File: config.mk
export PLATFORM = sky130hd
export DESIGN_NAME = can_fault_tracker
export DESIGN_NICKNAME = d
export VERILOG_FILES = /design/src/rtl/cet_pkg.sv /design/src/rtl/cet_level_eval.sv /design/src/rtl/cet_sticky_bank.sv /design/src/rtl/cet_irq_gate.sv /design/src/rtl/can_fault_tracker.sv
export SDC_FILE = /design/constraint.sdc
export NUM_CORES = 1
export LEC_CHECK = 0
export BUFFER_PORTS_ARGS = -buffer_cell sky130_fd_sc_hd__buf_4
export CORE_MARGIN = 8
export CORE_UTILIZATION = 38
export CTS_CLUSTER_SIZE = 30
export DETAILED_ROUTE_END_ITERATION = 7
export GPL_ROUTABILITY_DRIVEN = 0
export GPL_TIMING_DRIVEN = 0
export PLACE_DENSITY = 0.76
export SLEW_MARGIN = 15
export SYNTH_ARGS = -nofsm -noshare
export SYNTH_HDL_FRONTEND = slang
export SYNTH_SLANG_ARGS = --single-unit
File: constraint.sdc
create_clock -name clk -period 1.4 [get_ports clk]
set_input_delay 0.14 -clock clk [delete_from_list [all_inputs] [get_ports clk]]
set_output_delay 0.14 -clock clk [all_outputs]
set_load 0.1 [all_outputs]
File: src/rtl/cet_pkg.sv
package cet_pkg;
  localparam int N_EVT = 6;
  localparam int N_LVL = 3;
  localparam int ST_SIDE_LSB = 0;
  localparam int ST_LVL_LSB  = 16;
  localparam int ST_EVT_LSB  = 19;
  localparam int IF_LSB      = 8;
  localparam int A_STATUS = 0;
  localparam int A_IFLAG  = 1;
  localparam int A_IMASK  = 2;
  localparam logic [N_LVL-1:0] IMASK_RST = '1;

  typedef enum logic [1:0] {
    LV_ACTIVE  = 2'd0,
    LV_WARN    = 2'd1,
    LV_PASSIVE = 2'd2,
    LV_BUSOFF  = 2'd3
  } fc_level_e;
endpackage

File: src/rtl/cet_level_eval.sv
module cet_level_eval import cet_pkg::*; #(
  parameter int CNT_W    = 9,
  parameter int WARN_LIM = 96,
  parameter int PASS_LIM = 128,
  parameter int BOFF_LIM = 255
) (
  input  logic             clk,
  input  logic             rst,
  input  logic [CNT_W-1:0] tx_cnt,
  input  logic [CNT_W-1:0] rx_cnt,
  output logic [N_LVL-1:0] lvl_bits,
  output logic [1:0]       side_q,
  output logic [N_LVL-1:0] rise
);
  localparam logic [CNT_W-1:0] WARN_V = CNT_W'(WARN_LIM);
  localparam logic [CNT_W-1:0] PASS_V = CNT_W'(PASS_LIM);
  localparam logic [CNT_W-1:0] BOFF_V = CNT_W'(BOFF_LIM);

  fc_level_e lvl_q, lvl_d;

  // Bus-off has priority over passive, passive over warning.
  always_comb begin
    if (tx_cnt > BOFF_V)
      lvl_d = LV_BUSOFF;
    else if (tx_cnt >= PASS_V || rx_cnt >= PASS_V)
      lvl_d = LV_PASSIVE;
    else if (tx_cnt >= WARN_V || rx_cnt >= WARN_V)
      lvl_d = LV_WARN;
    else
      lvl_d = LV_ACTIVE;
  end

  always_ff @(posedge clk) begin
    if (rst) begin
      lvl_q  <= LV_ACTIVE;
      side_q <= '0;
    end else begin
      lvl_q  <= lvl_d;
      side_q <= {rx_cnt >= tx_cnt, tx_cnt >= rx_cnt};
    end
  end

  // One status bit and one upward-move pulse per non-active level.
  for (genvar k = 0; k < N_LVL; k++) begin : g_lvl
    assign lvl_bits[k] = (lvl_q == 2'(k + 1));
    assign rise[k]     = (lvl_d == 2'(k + 1)) && (lvl_d > lvl_q);
  end
endmodule

File: src/rtl/cet_sticky_bank.sv
module cet_sticky_bank #(
  parameter int W = 6
) (
  input  logic         clk,
  input  logic         rst,
  input  logic [W-1:0] set_i,
  input  logic [W-1:0] clr_i,
  output logic [W-1:0] q
);
  logic [W-1:0] q_d;

  // Set has priority over write-one-to-clear.
  for (genvar i = 0; i < W; i++) begin : g_bit
    assign q_d[i] = set_i[i] | (q[i] & ~clr_i[i]);
  end

  always_ff @(posedge clk) begin
    if (rst) q <= '0;
    else     q <= q_d;
  end
endmodule

File: src/rtl/cet_irq_gate.sv
module cet_irq_gate import cet_pkg::*; (
  input  logic             clk,
  input  logic             rst,
  input  logic             mask_we,
  input  logic [N_LVL-1:0] mask_wdata,
  input  logic [N_LVL-1:0] flags,
  output logic [N_LVL-1:0] mask_q,
  output logic             irq
);
  always_ff @(posedge clk) begin
    if (rst) begin
      mask_q <= IMASK_RST;
      irq    <= 1'b0;
    end else begin
      if (mask_we) mask_q <= mask_wdata;
      irq <= |(flags & mask_q);
    end
  end
endmodule

File: src/rtl/can_fault_tracker.sv
module can_fault_tracker import cet_pkg::*; #(
  parameter int CNT_W    = 9,
  parameter int WARN_LIM = 96,
  parameter int PASS_LIM = 128,
  parameter int BOFF_LIM = 255,
  parameter int DATA_W   = 32,
  parameter int ADDR_W   = 2
) (
  input  logic              clk,
  input  logic              rst,
  input  logic [CNT_W-1:0]  tx_err_cnt,
  input  logic [CNT_W-1:0]  rx_err_cnt,
  input  logic [N_EVT-1:0]  err_evt,
  input  logic              reg_we,
  input  logic [ADDR_W-1:0] reg_addr,
  input  logic [DATA_W-1:0] reg_wdata,
  output logic [DATA_W-1:0] reg_rdata,
  output logic              irq
);
  logic [N_LVL-1:0] lvl_bits, rise, iflag_q, mask_q;
  logic [1:0]       side_q;
  logic [N_EVT-1:0] err_q;
  logic             wr_status, wr_iflag, wr_imask;
  logic [DATA_W-1:0] status_w, rd_mux;

  assign wr_status = reg_we && (reg_addr == ADDR_W'(A_STATUS));
  assign wr_iflag  = reg_we && (reg_addr == ADDR_W'(A_IFLAG));
  assign wr_imask  = reg_we && (reg_addr == ADDR_W'(A_IMASK));

  cet_level_eval #(
    .CNT_W(CNT_W), .WARN_LIM(WARN_LIM), .PASS_LIM(PASS_LIM), .BOFF_LIM(BOFF_LIM)
  ) u_level (
    .clk(clk), .rst(rst), .tx_cnt(tx_err_cnt), .rx_cnt(rx_err_cnt),
    .lvl_bits(lvl_bits), .side_q(side_q), .rise(rise)
  );

  cet_sticky_bank #(.W(N_EVT)) u_err_flags (
    .clk(clk), .rst(rst), .set_i(err_evt),
    .clr_i(wr_status ? reg_wdata[ST_EVT_LSB +: N_EVT] : '0),
    .q(err_q)
  );

  cet_sticky_bank #(.W(N_LVL)) u_int_flags (
    .clk(clk), .rst(rst), .set_i(rise),
    .clr_i(wr_iflag ? reg_wdata[IF_LSB +: N_LVL] : '0),
    .q(iflag_q)
  );

  cet_irq_gate u_irq (
    .clk(clk), .rst(rst), .mask_we(wr_imask),
    .mask_wdata(reg_wdata[IF_LSB +: N_LVL]), .flags(iflag_q),
    .mask_q(mask_q), .irq(irq)
  );

  always_comb begin
    status_w = '0;
    status_w[ST_SIDE_LSB +: 2]    = side_q;
    status_w[ST_LVL_LSB +: N_LVL] = lvl_bits;
    status_w[ST_EVT_LSB +: N_EVT] = err_q;
  end

  always_comb begin
    rd_mux = '0;
    case (reg_addr)
      ADDR_W'(A_STATUS): rd_mux = status_w;
      ADDR_W'(A_IFLAG):  rd_mux[IF_LSB +: N_LVL] = iflag_q;
      ADDR_W'(A_IMASK):  rd_mux[IF_LSB +: N_LVL] = mask_q;
      default:           rd_mux = '0;
    endcase
  end

  always_ff @(posedge clk) begin
    if (rst) reg_rdata <= '0;
    else     reg_rdata <= rd_mux;
  end
endmodule

==> results of run 1 <==
-- metal layers --
metal / global-route usage, % / part of all wire [%] / vias up
li1: - / - / 664
met1: 12.1 / 45 / 520
met2: 14.7 / 41 / 70
met3: 6.38 / 12 / 5
met4: 5.00 / 1.7 / 0
met5: 0 / 0 / -
-- cell usage after synthesis, drive strengths merged --
library cell	count	area, um^2
nor2b	3	18.8
o31ai	1	7.51
ha	14	175
dfxtp	31	621
nand3	4	20.0
a2bb2oi	1	8.76
a31oi	1	6.26
buf	18	135
a22o	1	8.76
and3	4	25.0
a22oi	3	22.5
o21ba	1	10.0
inv	13	48.8
clkbuf	3	11.3
a21o	1	7.51
nand4	1	6.26
nor2	15	56.3
o21ai	3	15.0
nor4	1	21.3
a222oi	1	10.0
and2	9	56.3
conb	1	3.75
nand2b	1	6.26
a211o	3	26.3
nand2	12	45.0
nor3b	1	7.51
a21oi	13	68.8
or3	3	18.8
-- placed cells by master (no fill, tap or decap), types with 4 or more instances in the layout --
master	synthesis	final
nand2_1	12	12
and2_1	8	8
conb_1	1	18
clkbuf_1	3	4
nand3_1	4	4
dfxtp_1	31	31
inv_1	13	12
clkbuf_8	0	5
buf_4	18	69
a21oi_1	12	10
and3_1	4	4
ha_1	14	13
nor2_1	15	15
-- metrics by stage --
step                      instance area [um^2]  cells  setup TNS (ns)
after floorplan                           1530    180          -0.262
after global placement                    1980    280          -0.998
after detailed placement                  1980    280           -1.05
after CTS                                 2070    287         -0.0804
after global routing                      2120    288          -0.355
final                                     2120    288          -0.147
-- registers in the layout, indices dropped and copies added (netlist names) --
| signal | count |
|---|---|
| u_level.lvl_q | 2 |
| u_irq.irq | 1 |
| u_err_flags.q | 6 |
| u_irq.mask_q | 3 |
| u_level.side_q | 2 |
| u_int_flags.q | 3 |
| reg_rdata | 14 |
-- where the power goes --
group	leakage [nW]	internal (mW)	switching, mW
clock	0.0371	0.330	0.275
sequential	0.255	0.928	0.0202
combinational	0.783	0.205	0.433
total	1.07	1.46	0.728
-- worst max-delay path, cell delays in order --
cell     delay [ns]
buf_6          0.10
nor4_4         0.37
inv_2          0.10
ha_4           0.28
nor2b_4        0.14
o21ai_2        0.07
or3_4          0.39
a21oi_2        0.13
-- path summary, 6_finish.rpt --
| path | to | cells after the start | start |
|---|---|---|---|
| max | u_int_flags.q[1] | 8 | rx_err_cnt[8] |
| min | u_err_flags.q[5] | 3 | err_evt[5] |
| max reg2reg | u_int_flags.q[1] | 6 | u_level.lvl_q[1] |
| min reg2reg | reg_rdata[16] | 1 | u_level.lvl_q[1] |
-- area by class of cell --
| cell class | instances | share of cell area [%] |
|---|---|---|
| Buffer | 21 | 6.91 |
| Inverter | 13 | 2.30 |
| Tap cell | 48 | 2.84 |
| Clock buffer | 6 | 3.43 |
| Timing Repair Buffer | 54 | 19.7 |
| Sequential cell | 31 | 29.3 |
| Multi-Input combinational cell | 115 | 35.5 |
-- kinds of logic (layout without fill, tap and decap cells) --
group / after synthesis / after routing / synth area share [%]
DFF: 31 / 31 / 42.3
adders and majority gates: 14 / 14 / 11.9
AOI/OAI and AO/OA: 29 / 29 / 13.0
and+or+nand+nor: 54 / 54 / 19.2
other: 1 / 18 / 0.256
buffers and inverters: 34 / 94 / 13.3
-- repair_timing --
| action | 4_1_cts | 5_1_grt |
|---|---|---|
| resized for setup | 2 | 9 |
| endpoints found under the setup margin | 3 | 3 |
| setup buffers | 1 | 1 |
| pin swaps | 2 | 8 |
==> summary.txt, run 1 <==
Outcome
  – Status: finished with violations
  – Failing checks: negative setup slack

Timing
  – Tmin final: 1.51 ns
  – Number of setup violations in the final report: 2
  – Clk_skew: about 0.0015 ns
  – Fmax: roughly 0.66 GHz
  – Worst-Margin Slew: 0.552 ns
  – PnR worst setup slack: -0.106 ns
  – Hold WS: between 0.07 and 0.08 ns
  – Fin. max-slew vios: 0
  – RSZ-0062 raised after global routing: yes
  – Final Cycle Share: 108%
  – Relative slew margins: ~63%
  – Final hold violations: 0

Routing
  – Drt pass-1 iters: 5
  – Post-DR vias/cell: between 4 and 5
  – # DRC: 0
  – Vias: 1,259
  – Drt wl/cell: 11.5 um
  – 1st-iter DRT viols: 78
  – Total Wirelength: 3300 um
  – Routed Antenna Nets: 0

Critical path
  – WS Path Type: input port to register
  – CP required: between 1.5 and 2 ns
  – Crit path capture type: register
  – Register-to-register setup slack: -0.07 ns
  – Startpoint Class: input port
  – Worst endpoint data arrival time: 1.71 ns
  – Crit Path Max Fanout: 4

GRT
  – Largest net degree at the start of global routing: 11
  – Grt total ovfl: 0
  – Global-route usage over all layers: a little over a tenth
  – Vias in the first global route: between 1,000 and 1,500
  – Initial antenna violation count: 0
  – First-pass GRT wire length: 5140 um

CTS
  – CTS Sinks: 31
  – Clk slew on worst S/H paths: roughly 0.060 ns
  – Clk_lat worst skew: between 0.2 and 0.3 ns
  – Root Buffer: clkbuf_8
  – H-tree depth: 2
  – CTS Hold Bufs: 0
  – CTS tree: yes
  – Clock Tree Buf Depth: 2
  – TritonCTS buffer count: 5

Yosys
  – Cell count after synthesis: between 150 and 200
  – Ys Warns: 0
  – Post-synthesis sequential area ratio: roughly 42%
  – Syn avg cell area: 9.00 um^2
  – Synth Cell Area: about 1500 um^2
  – Synth Register Bits: 31
  – Synth unique cells: 30

Pwr
  – Total chip power: between 2 and 2.5 mW
  – Leak: 1.07 nW
  – Peak supply drop: ~0.00042 V
  – Pwr Density: between 1000 and 1500 nW/um^2

Placement
  – PortBufs: 52
  – Pre-CTS WS: -0.372 ns
  – Post-DP HPWL: between 2000 and 3000 um

Layout
  – Final layout net count: 316
  – Area of the multi-input gates: between 700 and 800 um^2
  – Fraction of layout cells with a size suffix above 1: 36.3%
  – N_diodes: 0
  – Register area: 621 um^2
  – Post-Route Utilization: between 50% and 60%
  – Fillers: between 300 and 400
  – Syn-to-layout area delta: 44.2%

Die
  – Die height: between 70 and 80 um
  – Core area: 3690 um^2
  – Initial Util: between 30% and 40%
  – I/O pins: 94
  – FP Rows: 22
  – Die area: just over 6000 um^2
  – Die Wd: 78.1 um

Worst hold path
  – HP Class: input port to register

Run
  – Max-cap viol count: 0
Power figures use the tool's default switching activity.
==> run 2, diff against run 1 <==
Settings changed: ABC_AREA set to 1, PLACE_DENSITY 0.76 to 0.75.
==> run 2 against run 1 <==
Compared with the run above:
- the run now ends clean
- hold slack worse by 0.032 ns
- flip-flop and latch count stayed put
- synthesized area is 4.3% higher
- final area is 1.1% higher
- setup slack better by 0.27 ns
- via count is 7.2% higher
- cell count is 13% higher
- maximum frequency is 22% higher
- critical path depth is 2 lower
- die area is 3.5% higher
- combinational power is 0.6% lower
==> summary.txt, run 2 <==
Outcome
  – Status: finished clean

Yosys
  – Ys flop type: dfxtp_1
  – EDFF count, synth: 0 (unchanged)
  – Area fraction of the dominant cell type after synthesis: 40.5% (-1.8 points)
  – Post-synthesis simple-gate area fraction: 20.3% (+1.1 points)
  – Compound-gate portion of the synthesized area: 9.15% (-3.9 points)
  – Largest family of logic cells by synthesized area: simple AND/OR/NAND/NOR gates
  – Most common cell in the netlist: nand2_1
  – Post-Synth Adder-Cell Area: 11.4% (-0.50 points)
  – Synth Register Bits: 31 (unchanged)
  – Leading area contributor after synthesis: dfxtp_1
  – Syn avg cell area: 7.70 um^2 (-15%)
  – Post-synthesis sequential area ratio: 40.5% (-1.8 points)
  – Post-Synth XOR/XNOR Area: 0% (unchanged)
  – FFs w/ async S/R, synth: 0% (unchanged)
  – Synth top cells by count: 35 x nand2_1, 34 x inv_1, 31 x dfxtp_1
  – Cell count after synthesis: 199 (+22%)
  – Ys Warns: 0 (unchanged)
  – Synth unique cells: 19 (-37%)
  – Synth Cell Area: 1530 um^2 (+4.3%)
  – Largest cells by area after synthesis: dfxtp_1 41%, ha_1 11%, buf_4 8.8%, nand2_1 8.6%, inv_1 8.3%
  – Multiplexer share of the synthesized area: 0% (unchanged)

Pwr
  – Power Internal: 1.56 mW (+6.7%)
  – Net switching power: 0.763 mW (+4.9%)
  – Sequential power share: 40.8% (-2.5 points)
  – Leak: 1.17 nW (+8.9%)
  – Peak supply drop: 0.000379 V (-11%)
  – Pwr Density: 1090 nW/um^2 (+4.9%)
  – Comb pwr share: 27.2% (-1.9 points)
  – Sw frac: 32.8% (-0.40 points)
  – Clock power share: 32.0% (+4.4 points)

CTS
  – Post-CTS setup buffers: 0 (-1)
  – TritonCTS buffer count: 5 (unchanged)
  – Root Buffer: clkbuf_8
  – Clock Tree Buf Depth: 2 (unchanged)
  – PostCTS Resize Cnt: 0 (-2)
  – CTS Hold Bufs: 0 (unchanged)
  – CTS tree: yes
  – H-tree depth: 2 (unchanged)
  – Clk slew on worst S/H paths: 0.06 ns (about the same)
  – CTS Sinks: 31 (unchanged)
  – Clk_lat worst skew: 0.28 ns (about the same)

Layout
  – Design area: 2140 um^2 (+1.1%)
  – Top Registers: reg_rdata (14), u_err_flags.q (6)
  – Area of the multi-input gates: 693 um^2 (-7.8%)
  – Most frequent cells in the layout: 69 x buf_4, 35 x nand2_1, 34 x inv_1
  – Final layout net count: 349 (+10%)
  – N_diodes: 0 (unchanged)
  – Fillers: 384 (+3.8%)
  – Fin cells: 325 (+13%)
  – Fraction of layout cells with a size suffix above 1: 32.0% (-4.2 points)
  – Register area: 621 um^2 (unchanged)
  – Largest Register: reg_rdata
  – Syn-to-layout area delta: 39.8%
  – Max reg flops: 14 (unchanged)
  – Commonest non-fill, non-tap cell in the layout: buf_4

Routing
  – Drt wl/cell: 10.2 um (-11%)
  – Post-DR vias/cell: 4.15 (-5.0%)
  – Total Wirelength: 3320 um (+0.48%)
  – Routed Antenna Nets: 0 (unchanged)
  – 1st-iter DRT viols: 57 (-27%)
  – Drt pass-1 iters: 4 (-1)
  – Vias: 1,350 (+7.2%)
  – # DRC: 0 (unchanged)

Timing
  – Clk_skew: 0.00357 ns (+0.00204 ns)
  – Final hold violations: 0 (unchanged)
  – RSZ-0062 raised after global routing: no
  – Tmin final: 1.23 ns (-0.274 ns)
  – Fmax: 0.812 GHz (+22%)
  – Final Cycle Share: 88.0% (-20 points)
  – Number of setup violations in the final report: 0 (-2)
  – Fin. max-slew vios: 0 (unchanged)

Critical path
  – R2R depth: 6 (unchanged)
  – CP required: 1.61 ns (about the same)
  – Startpoint Class: register
  – Worst endpoint data arrival time: 1.44 ns (-0.27 ns)
  – WS Path Type: register to register
  – Crit Path Max Fanout: 3 (-1)
  – Crit path capture type: register

Worst hold path
  – HP Class: input port to register
  – WHS Path Cells: 2 (-1)

Die
  – I/O pins: 94 (unchanged)
  – Die Wd: 79.5 um (+1.7%)
  – Die area: 6320 um^2 (+3.5%)
  – Core area: 3940 um^2 (+6.9%)
  – Initial Util: 38.8% (-0.94 points)
  – FP Rows: 23 (+4.5%)
  – Die height: 79.5 um (+1.7%)

GRT
  – Vias in the first global route: 1,318 (+11%)
  – Grt total ovfl: 0 (unchanged)
  – First-pass GRT wire length: 5580 um (+8.5%)
  – Largest net degree at the start of global routing: 11 (unchanged)
  – Initial antenna violation count: 0 (unchanged)
  – Global-route usage over all layers: 11.0% (+0.63 points)

Placement
  – Post-DP HPWL: 2750 um (+0.84%)
  – PortBufs: 51 (-1.9%)
  – Placed insts: 317 (+13%)
  – DP Area: 2040 um^2 (+3.0%)

Run
  – Max-cap viol count: 0 (unchanged)
==> run 2: cell count changes after synthesis, moves of 4 or more <==
cell     change
inv_1       +21
nand3_1      +7
and3_1       -4
nand2_1     +23
and2_1       -8
a21oi_1      +5
==> run 2: layout make-up <==
cell class / instances / share of cell area (%)
buffer: 21 / 7.01
tap: 50 / 2.92
inverter: 35 / 6.14
multi-input combinational: 129 / 32.4
sequential: 31 / 29.0
clock buffer: 8 / 4.68
timing repair buffer: 51 / 17.9
==> run 2: power groups by stage <==
stage               Sequential [mW]  Combinational [mW]  Clock [mW]
finish                        0.948               0.633       0.743
global route                  0.953               0.683       0.808
CTS                           0.948               0.635       0.766
detailed placement            0.967               0.633           0
global placement              0.965               0.625           0
floorplan                      1.05               0.403           0
==> run 2: worst paths after layout <==
check / slack [ns] / from / end
setup reg to reg: 0.17 / u_level.lvl_q[1] / u_int_flags.q[1]
hold reg to reg: 0.41 / u_level.side_q[0] / reg_rdata[0]
hold / removal: 0.04 / rst / u_int_flags.q[0]
setup / recovery: 0.17 / u_level.lvl_q[1] / u_int_flags.q[1]
==> run 2: layer usage <==
layer	vias up	part of all wire, %	routed length, um	GRT usage (%)
li1	729	-	-	-
met1	560	45	1510	11.8
met2	55	42	1410	17.8
met3	6	10	345	5.52
met4	0	1.7	57	5.00
met5	-	0	0	0
==> run 2: kinds of logic after synthesis <==
group | count (synthesis)
flops | 31
fa+ha+maj | 14
other cells | 1
buf+inv | 56
simple gates | 72
compound gates | 25
==> run 2: per-stage QoR <==
step | power [mW] | utilization [%] | setup TNS, ns | setup slack [ns] | hold slack, ns
after global routing | 2.44 | 54.3 | 0 | 0.0750 | 0.0330
after detailed placement | 1.60 | 51.8 | -0.0421 | -0.0369 | 0.333
after CTS | 2.35 | 54.3 | 0 | 0.155 | 0.0349
final | 2.32 | 54.3 | 0 | 0.168 | 0.0434
after floorplan | 1.46 | - | 0 | 0.207 | 0.209
after global placement | 1.59 | 51.8 | -0.0168 | -0.0168 | 0.329
==> run 2: worst max-delay path, cell delays in order (launching register included) <==
cell	delay [ns]
dfxtp_1	0.34
inv_1	0.08
ha_1	0.32
a21oi_1	0.08
a21oi_2	0.14
nand3_1	0.09
a21oi_1	0.12
==> run 3, diff against run 2 <==
Settings changed: CELL_PAD_IN_SITES_DETAIL_PLACEMENT set to 0, CELL_PAD_IN_SITES_GLOBAL_PLACEMENT set to 1, CORE_UTILIZATION 38 to 26, PLACE_DENSITY 0.75 to not set, PLACE_DENSITY_LB_ADDON set to 0.1.
==> run 3 against run 2 <==
Compared with the run above:
- via count decreased by 2.4%
- register-to-register slack barely moved
- first-iteration DRC count shrank 53%
- flip-flop and latch count unchanged
- clock power grew 20%
- clock skew increased by 0.0017 ns
- critical path depth is the same
- maximum frequency fell by 0.43%
- final area grew 2.3%
==> summary.txt, run 3 (synthesis gave the netlist of run 2 again) <==
Outcome
  – Status: finished clean

Timing
  – Fin. max-slew vios: 0 (unchanged)
  – RSZ-0062 raised after global routing: no
  – Clk_skew: 0.00531 ns (+0.00174 ns)
  – Fmax: 0.808 GHz (-0.43%)
  – Final hold violations: 0 (unchanged)
  – Final Cycle Share: 88.4% (+0.38 points)
  – Number of setup violations in the final report: 0 (unchanged)
  – PnR worst setup slack: 0.163 ns (-0.00537 ns)
  – Tmin final: 1.24 ns (+0.00537 ns)

Die
  – Die Wd: 92.8 um (+17%)
  – Core area: 5820 um^2 (+48%)
  – FP Rows: 28 (+22%)
  – Initial Util: 26.3% (-13 points)
  – I/O pins: 94 (unchanged)
  – Die area: 8600 um^2 (+36%)
  – Die height: 92.8 um (+17%)

Layout
  – Most frequent cells in the layout: 69 x buf_4, 35 x nand2_1, 34 x inv_1
  – Fillers: 644 (+68%)
  – Largest Register: reg_rdata
  – Final layout net count: 349 (unchanged)
  – Post-Route Utilization: 37.7% (-17 points)
  – N_diodes: 0 (unchanged)
  – Syn-to-layout area delta: 43.1%
  – Max reg flops: 14 (unchanged)
  – Commonest non-fill, non-tap cell in the layout: buf_4
  – Design area: 2190 um^2 (+2.3%)
  – Top Registers: reg_rdata (14), u_err_flags.q (6)
  – Fraction of layout cells with a size suffix above 1: 32.7% (+0.73 points)

CTS
  – PostCTS Resize Cnt: 0 (unchanged)
  – CTS Hold Bufs: 0 (unchanged)
  – Clock Tree Buf Depth: 2 (unchanged)
  – Clk slew on worst S/H paths: 0.06 ns (about the same)
  – Clk_lat worst skew: 0.28 ns (about the same)
  – Post-CTS setup buffers: 0 (unchanged)
  – H-tree depth: 2 (unchanged)
  – CTS tree: yes
  – CTS Sinks: 31 (unchanged)
  – Root Buffer: clkbuf_8
  – TritonCTS buffer count: 5 (unchanged)

Placement
  – PortBufs: 51 (unchanged)
  – Post-DP HPWL: 2910 um (+6.2%)
  – Pre-CTS WS: -0.0600 ns (-0.0231 ns)
  – DP Area: 2070 um^2 (+1.5%)

Pwr
  – Total chip power: 2.47 mW (+6.3%)
  – Sw frac: 31.7% (-1.2 points)
  – Clock power share: 36.0% (+4.0 points)
  – Sequential power share: 38.4% (-2.4 points)
  – Comb pwr share: 25.6% (-1.6 points)
  – Net switching power: 0.782 mW (+2.4%)
  – Power Internal: 1.69 mW (+8.2%)
  – Leak: 1.18 nW (+0.83%)
  – Pwr Density: 1130 nW/um^2 (+3.9%)
  – Peak supply drop: 0.000606 V (+60%)

Routing
  – 1st-iter DRT viols: 27 (-53%)
  – Total Wirelength: 3530 um (+6.3%)
  – # DRC: 0 (unchanged)
  – Drt pass-1 iters: 4 (unchanged)
  – Routed Antenna Nets: 0 (unchanged)
  – Post-DR vias/cell: 3.76 (-9.4%)
  – Drt wl/cell: 10.1 um (-1.3%)
  – Vias: 1,317 (-2.4%)

Critical path
  – WS Path Type: register to register
  – CP required: 1.61 ns (about the same)
  – Crit Path Max Fanout: 3 (unchanged)
  – Register-to-register setup slack: 0.16 ns (about the same)
  – Worst endpoint data arrival time: 1.45 ns (about the same)
  – Crit path capture type: register
  – Startpoint Class: register
  – Worst r2r dst: u_int_flags.q[1]
  – R2R depth: 6 (unchanged)
  – Critical R2R Launch: u_level.lvl_q[1]

GRT
  – Largest net degree at the start of global routing: 11 (unchanged)
  – First-pass GRT wire length: 6010 um (+7.8%)
  – Initial antenna violation count: 0 (unchanged)
  – Vias in the first global route: 1,359 (+3.1%)
  – Grt total ovfl: 0 (unchanged)
  – Global-route usage over all layers: 8.78% (-2.3 points)

Worst hold path
  – HP Class: input port to register
  – WHS Path Cells: 2 (unchanged)
  – Worst Hold Launch: rst
  – Worst hold endpoint: u_int_flags.q[1]

Run
  – Max-cap viol count: 0 (unchanged)
-- run 3: worst max-delay path, cell delays in order (launching register included) --
cell and delay [ns]:
dfxtp_2 0.33, inv_1 0.07, ha_1 0.32, a21oi_1 0.08, a21oi_2 0.15, nand3_1 0.11, a21oi_1 0.12
-- run 3: through the flow --
step,hold WS [ns],instances,setup TNS (ns)
2_1_floorplan,0.209,216,0
3_3_place_gp,0.331,342,-0.130
3_5_place_dp,0.331,342,-0.0823
4_1_cts,0.0286,350,0
5_1_grt,0.0382,350,0
6_report,0.0372,350,0
-- run 3: worst max-delay path by stage --
stage                           startpoint               end  slack (ns)  cells past startpoint
final                     u_level.lvl_q[1]  u_int_flags.q[1]        0.16                      6
after global routing      u_level.lvl_q[1]  u_int_flags.q[1]       0.003                      6
after CTS                 u_level.lvl_q[1]  u_int_flags.q[1]        0.12                      6
after detailed placement     rx_err_cnt[7]  u_int_flags.q[1]       -0.06                      9
after global placement       rx_err_cnt[7]  u_int_flags.q[1]       -0.07                      9
after floorplan              rx_err_cnt[7]  u_int_flags.q[1]        0.21                      8
-- run 3: layer usage --
| metal | track usage, % | up-vias | wire, um |
|---|---|---|---|
| li1 | - | 728 | - |
| met1 | 9.74 | 536 | 1640 |
| met2 | 14.1 | 48 | 1520 |
| met3 | 3.72 | 5 | 294 |
| met4 | 4.43 | 0 | 71 |
| met5 | 0 | - | 0 |
-- run 3: cell type report --
type,instances,area [um^2],share of cell area (%)
Sequential cell,31,622,28.4
Inverter,35,131,6.00
Multi-Input combinational cell,129,693,31.6
Clock buffer,6,82.6,3.77
Tap cell,75,93.8,4.28
Timing Repair Buffer,51,383,17.5
Buffer,21,150,6.85
Clock inverter,2,35.0,1.60
-- run 3: power by group through the flow --
stage	combinational, mW	sequential, mW	clock (mW)
after floorplan	0.403	1.05	0
after global placement	0.637	0.967	0
after detailed placement	0.636	0.967	0
after CTS	0.638	0.947	0.932
after global routing	0.686	0.953	0.986
final	0.633	0.947	0.890
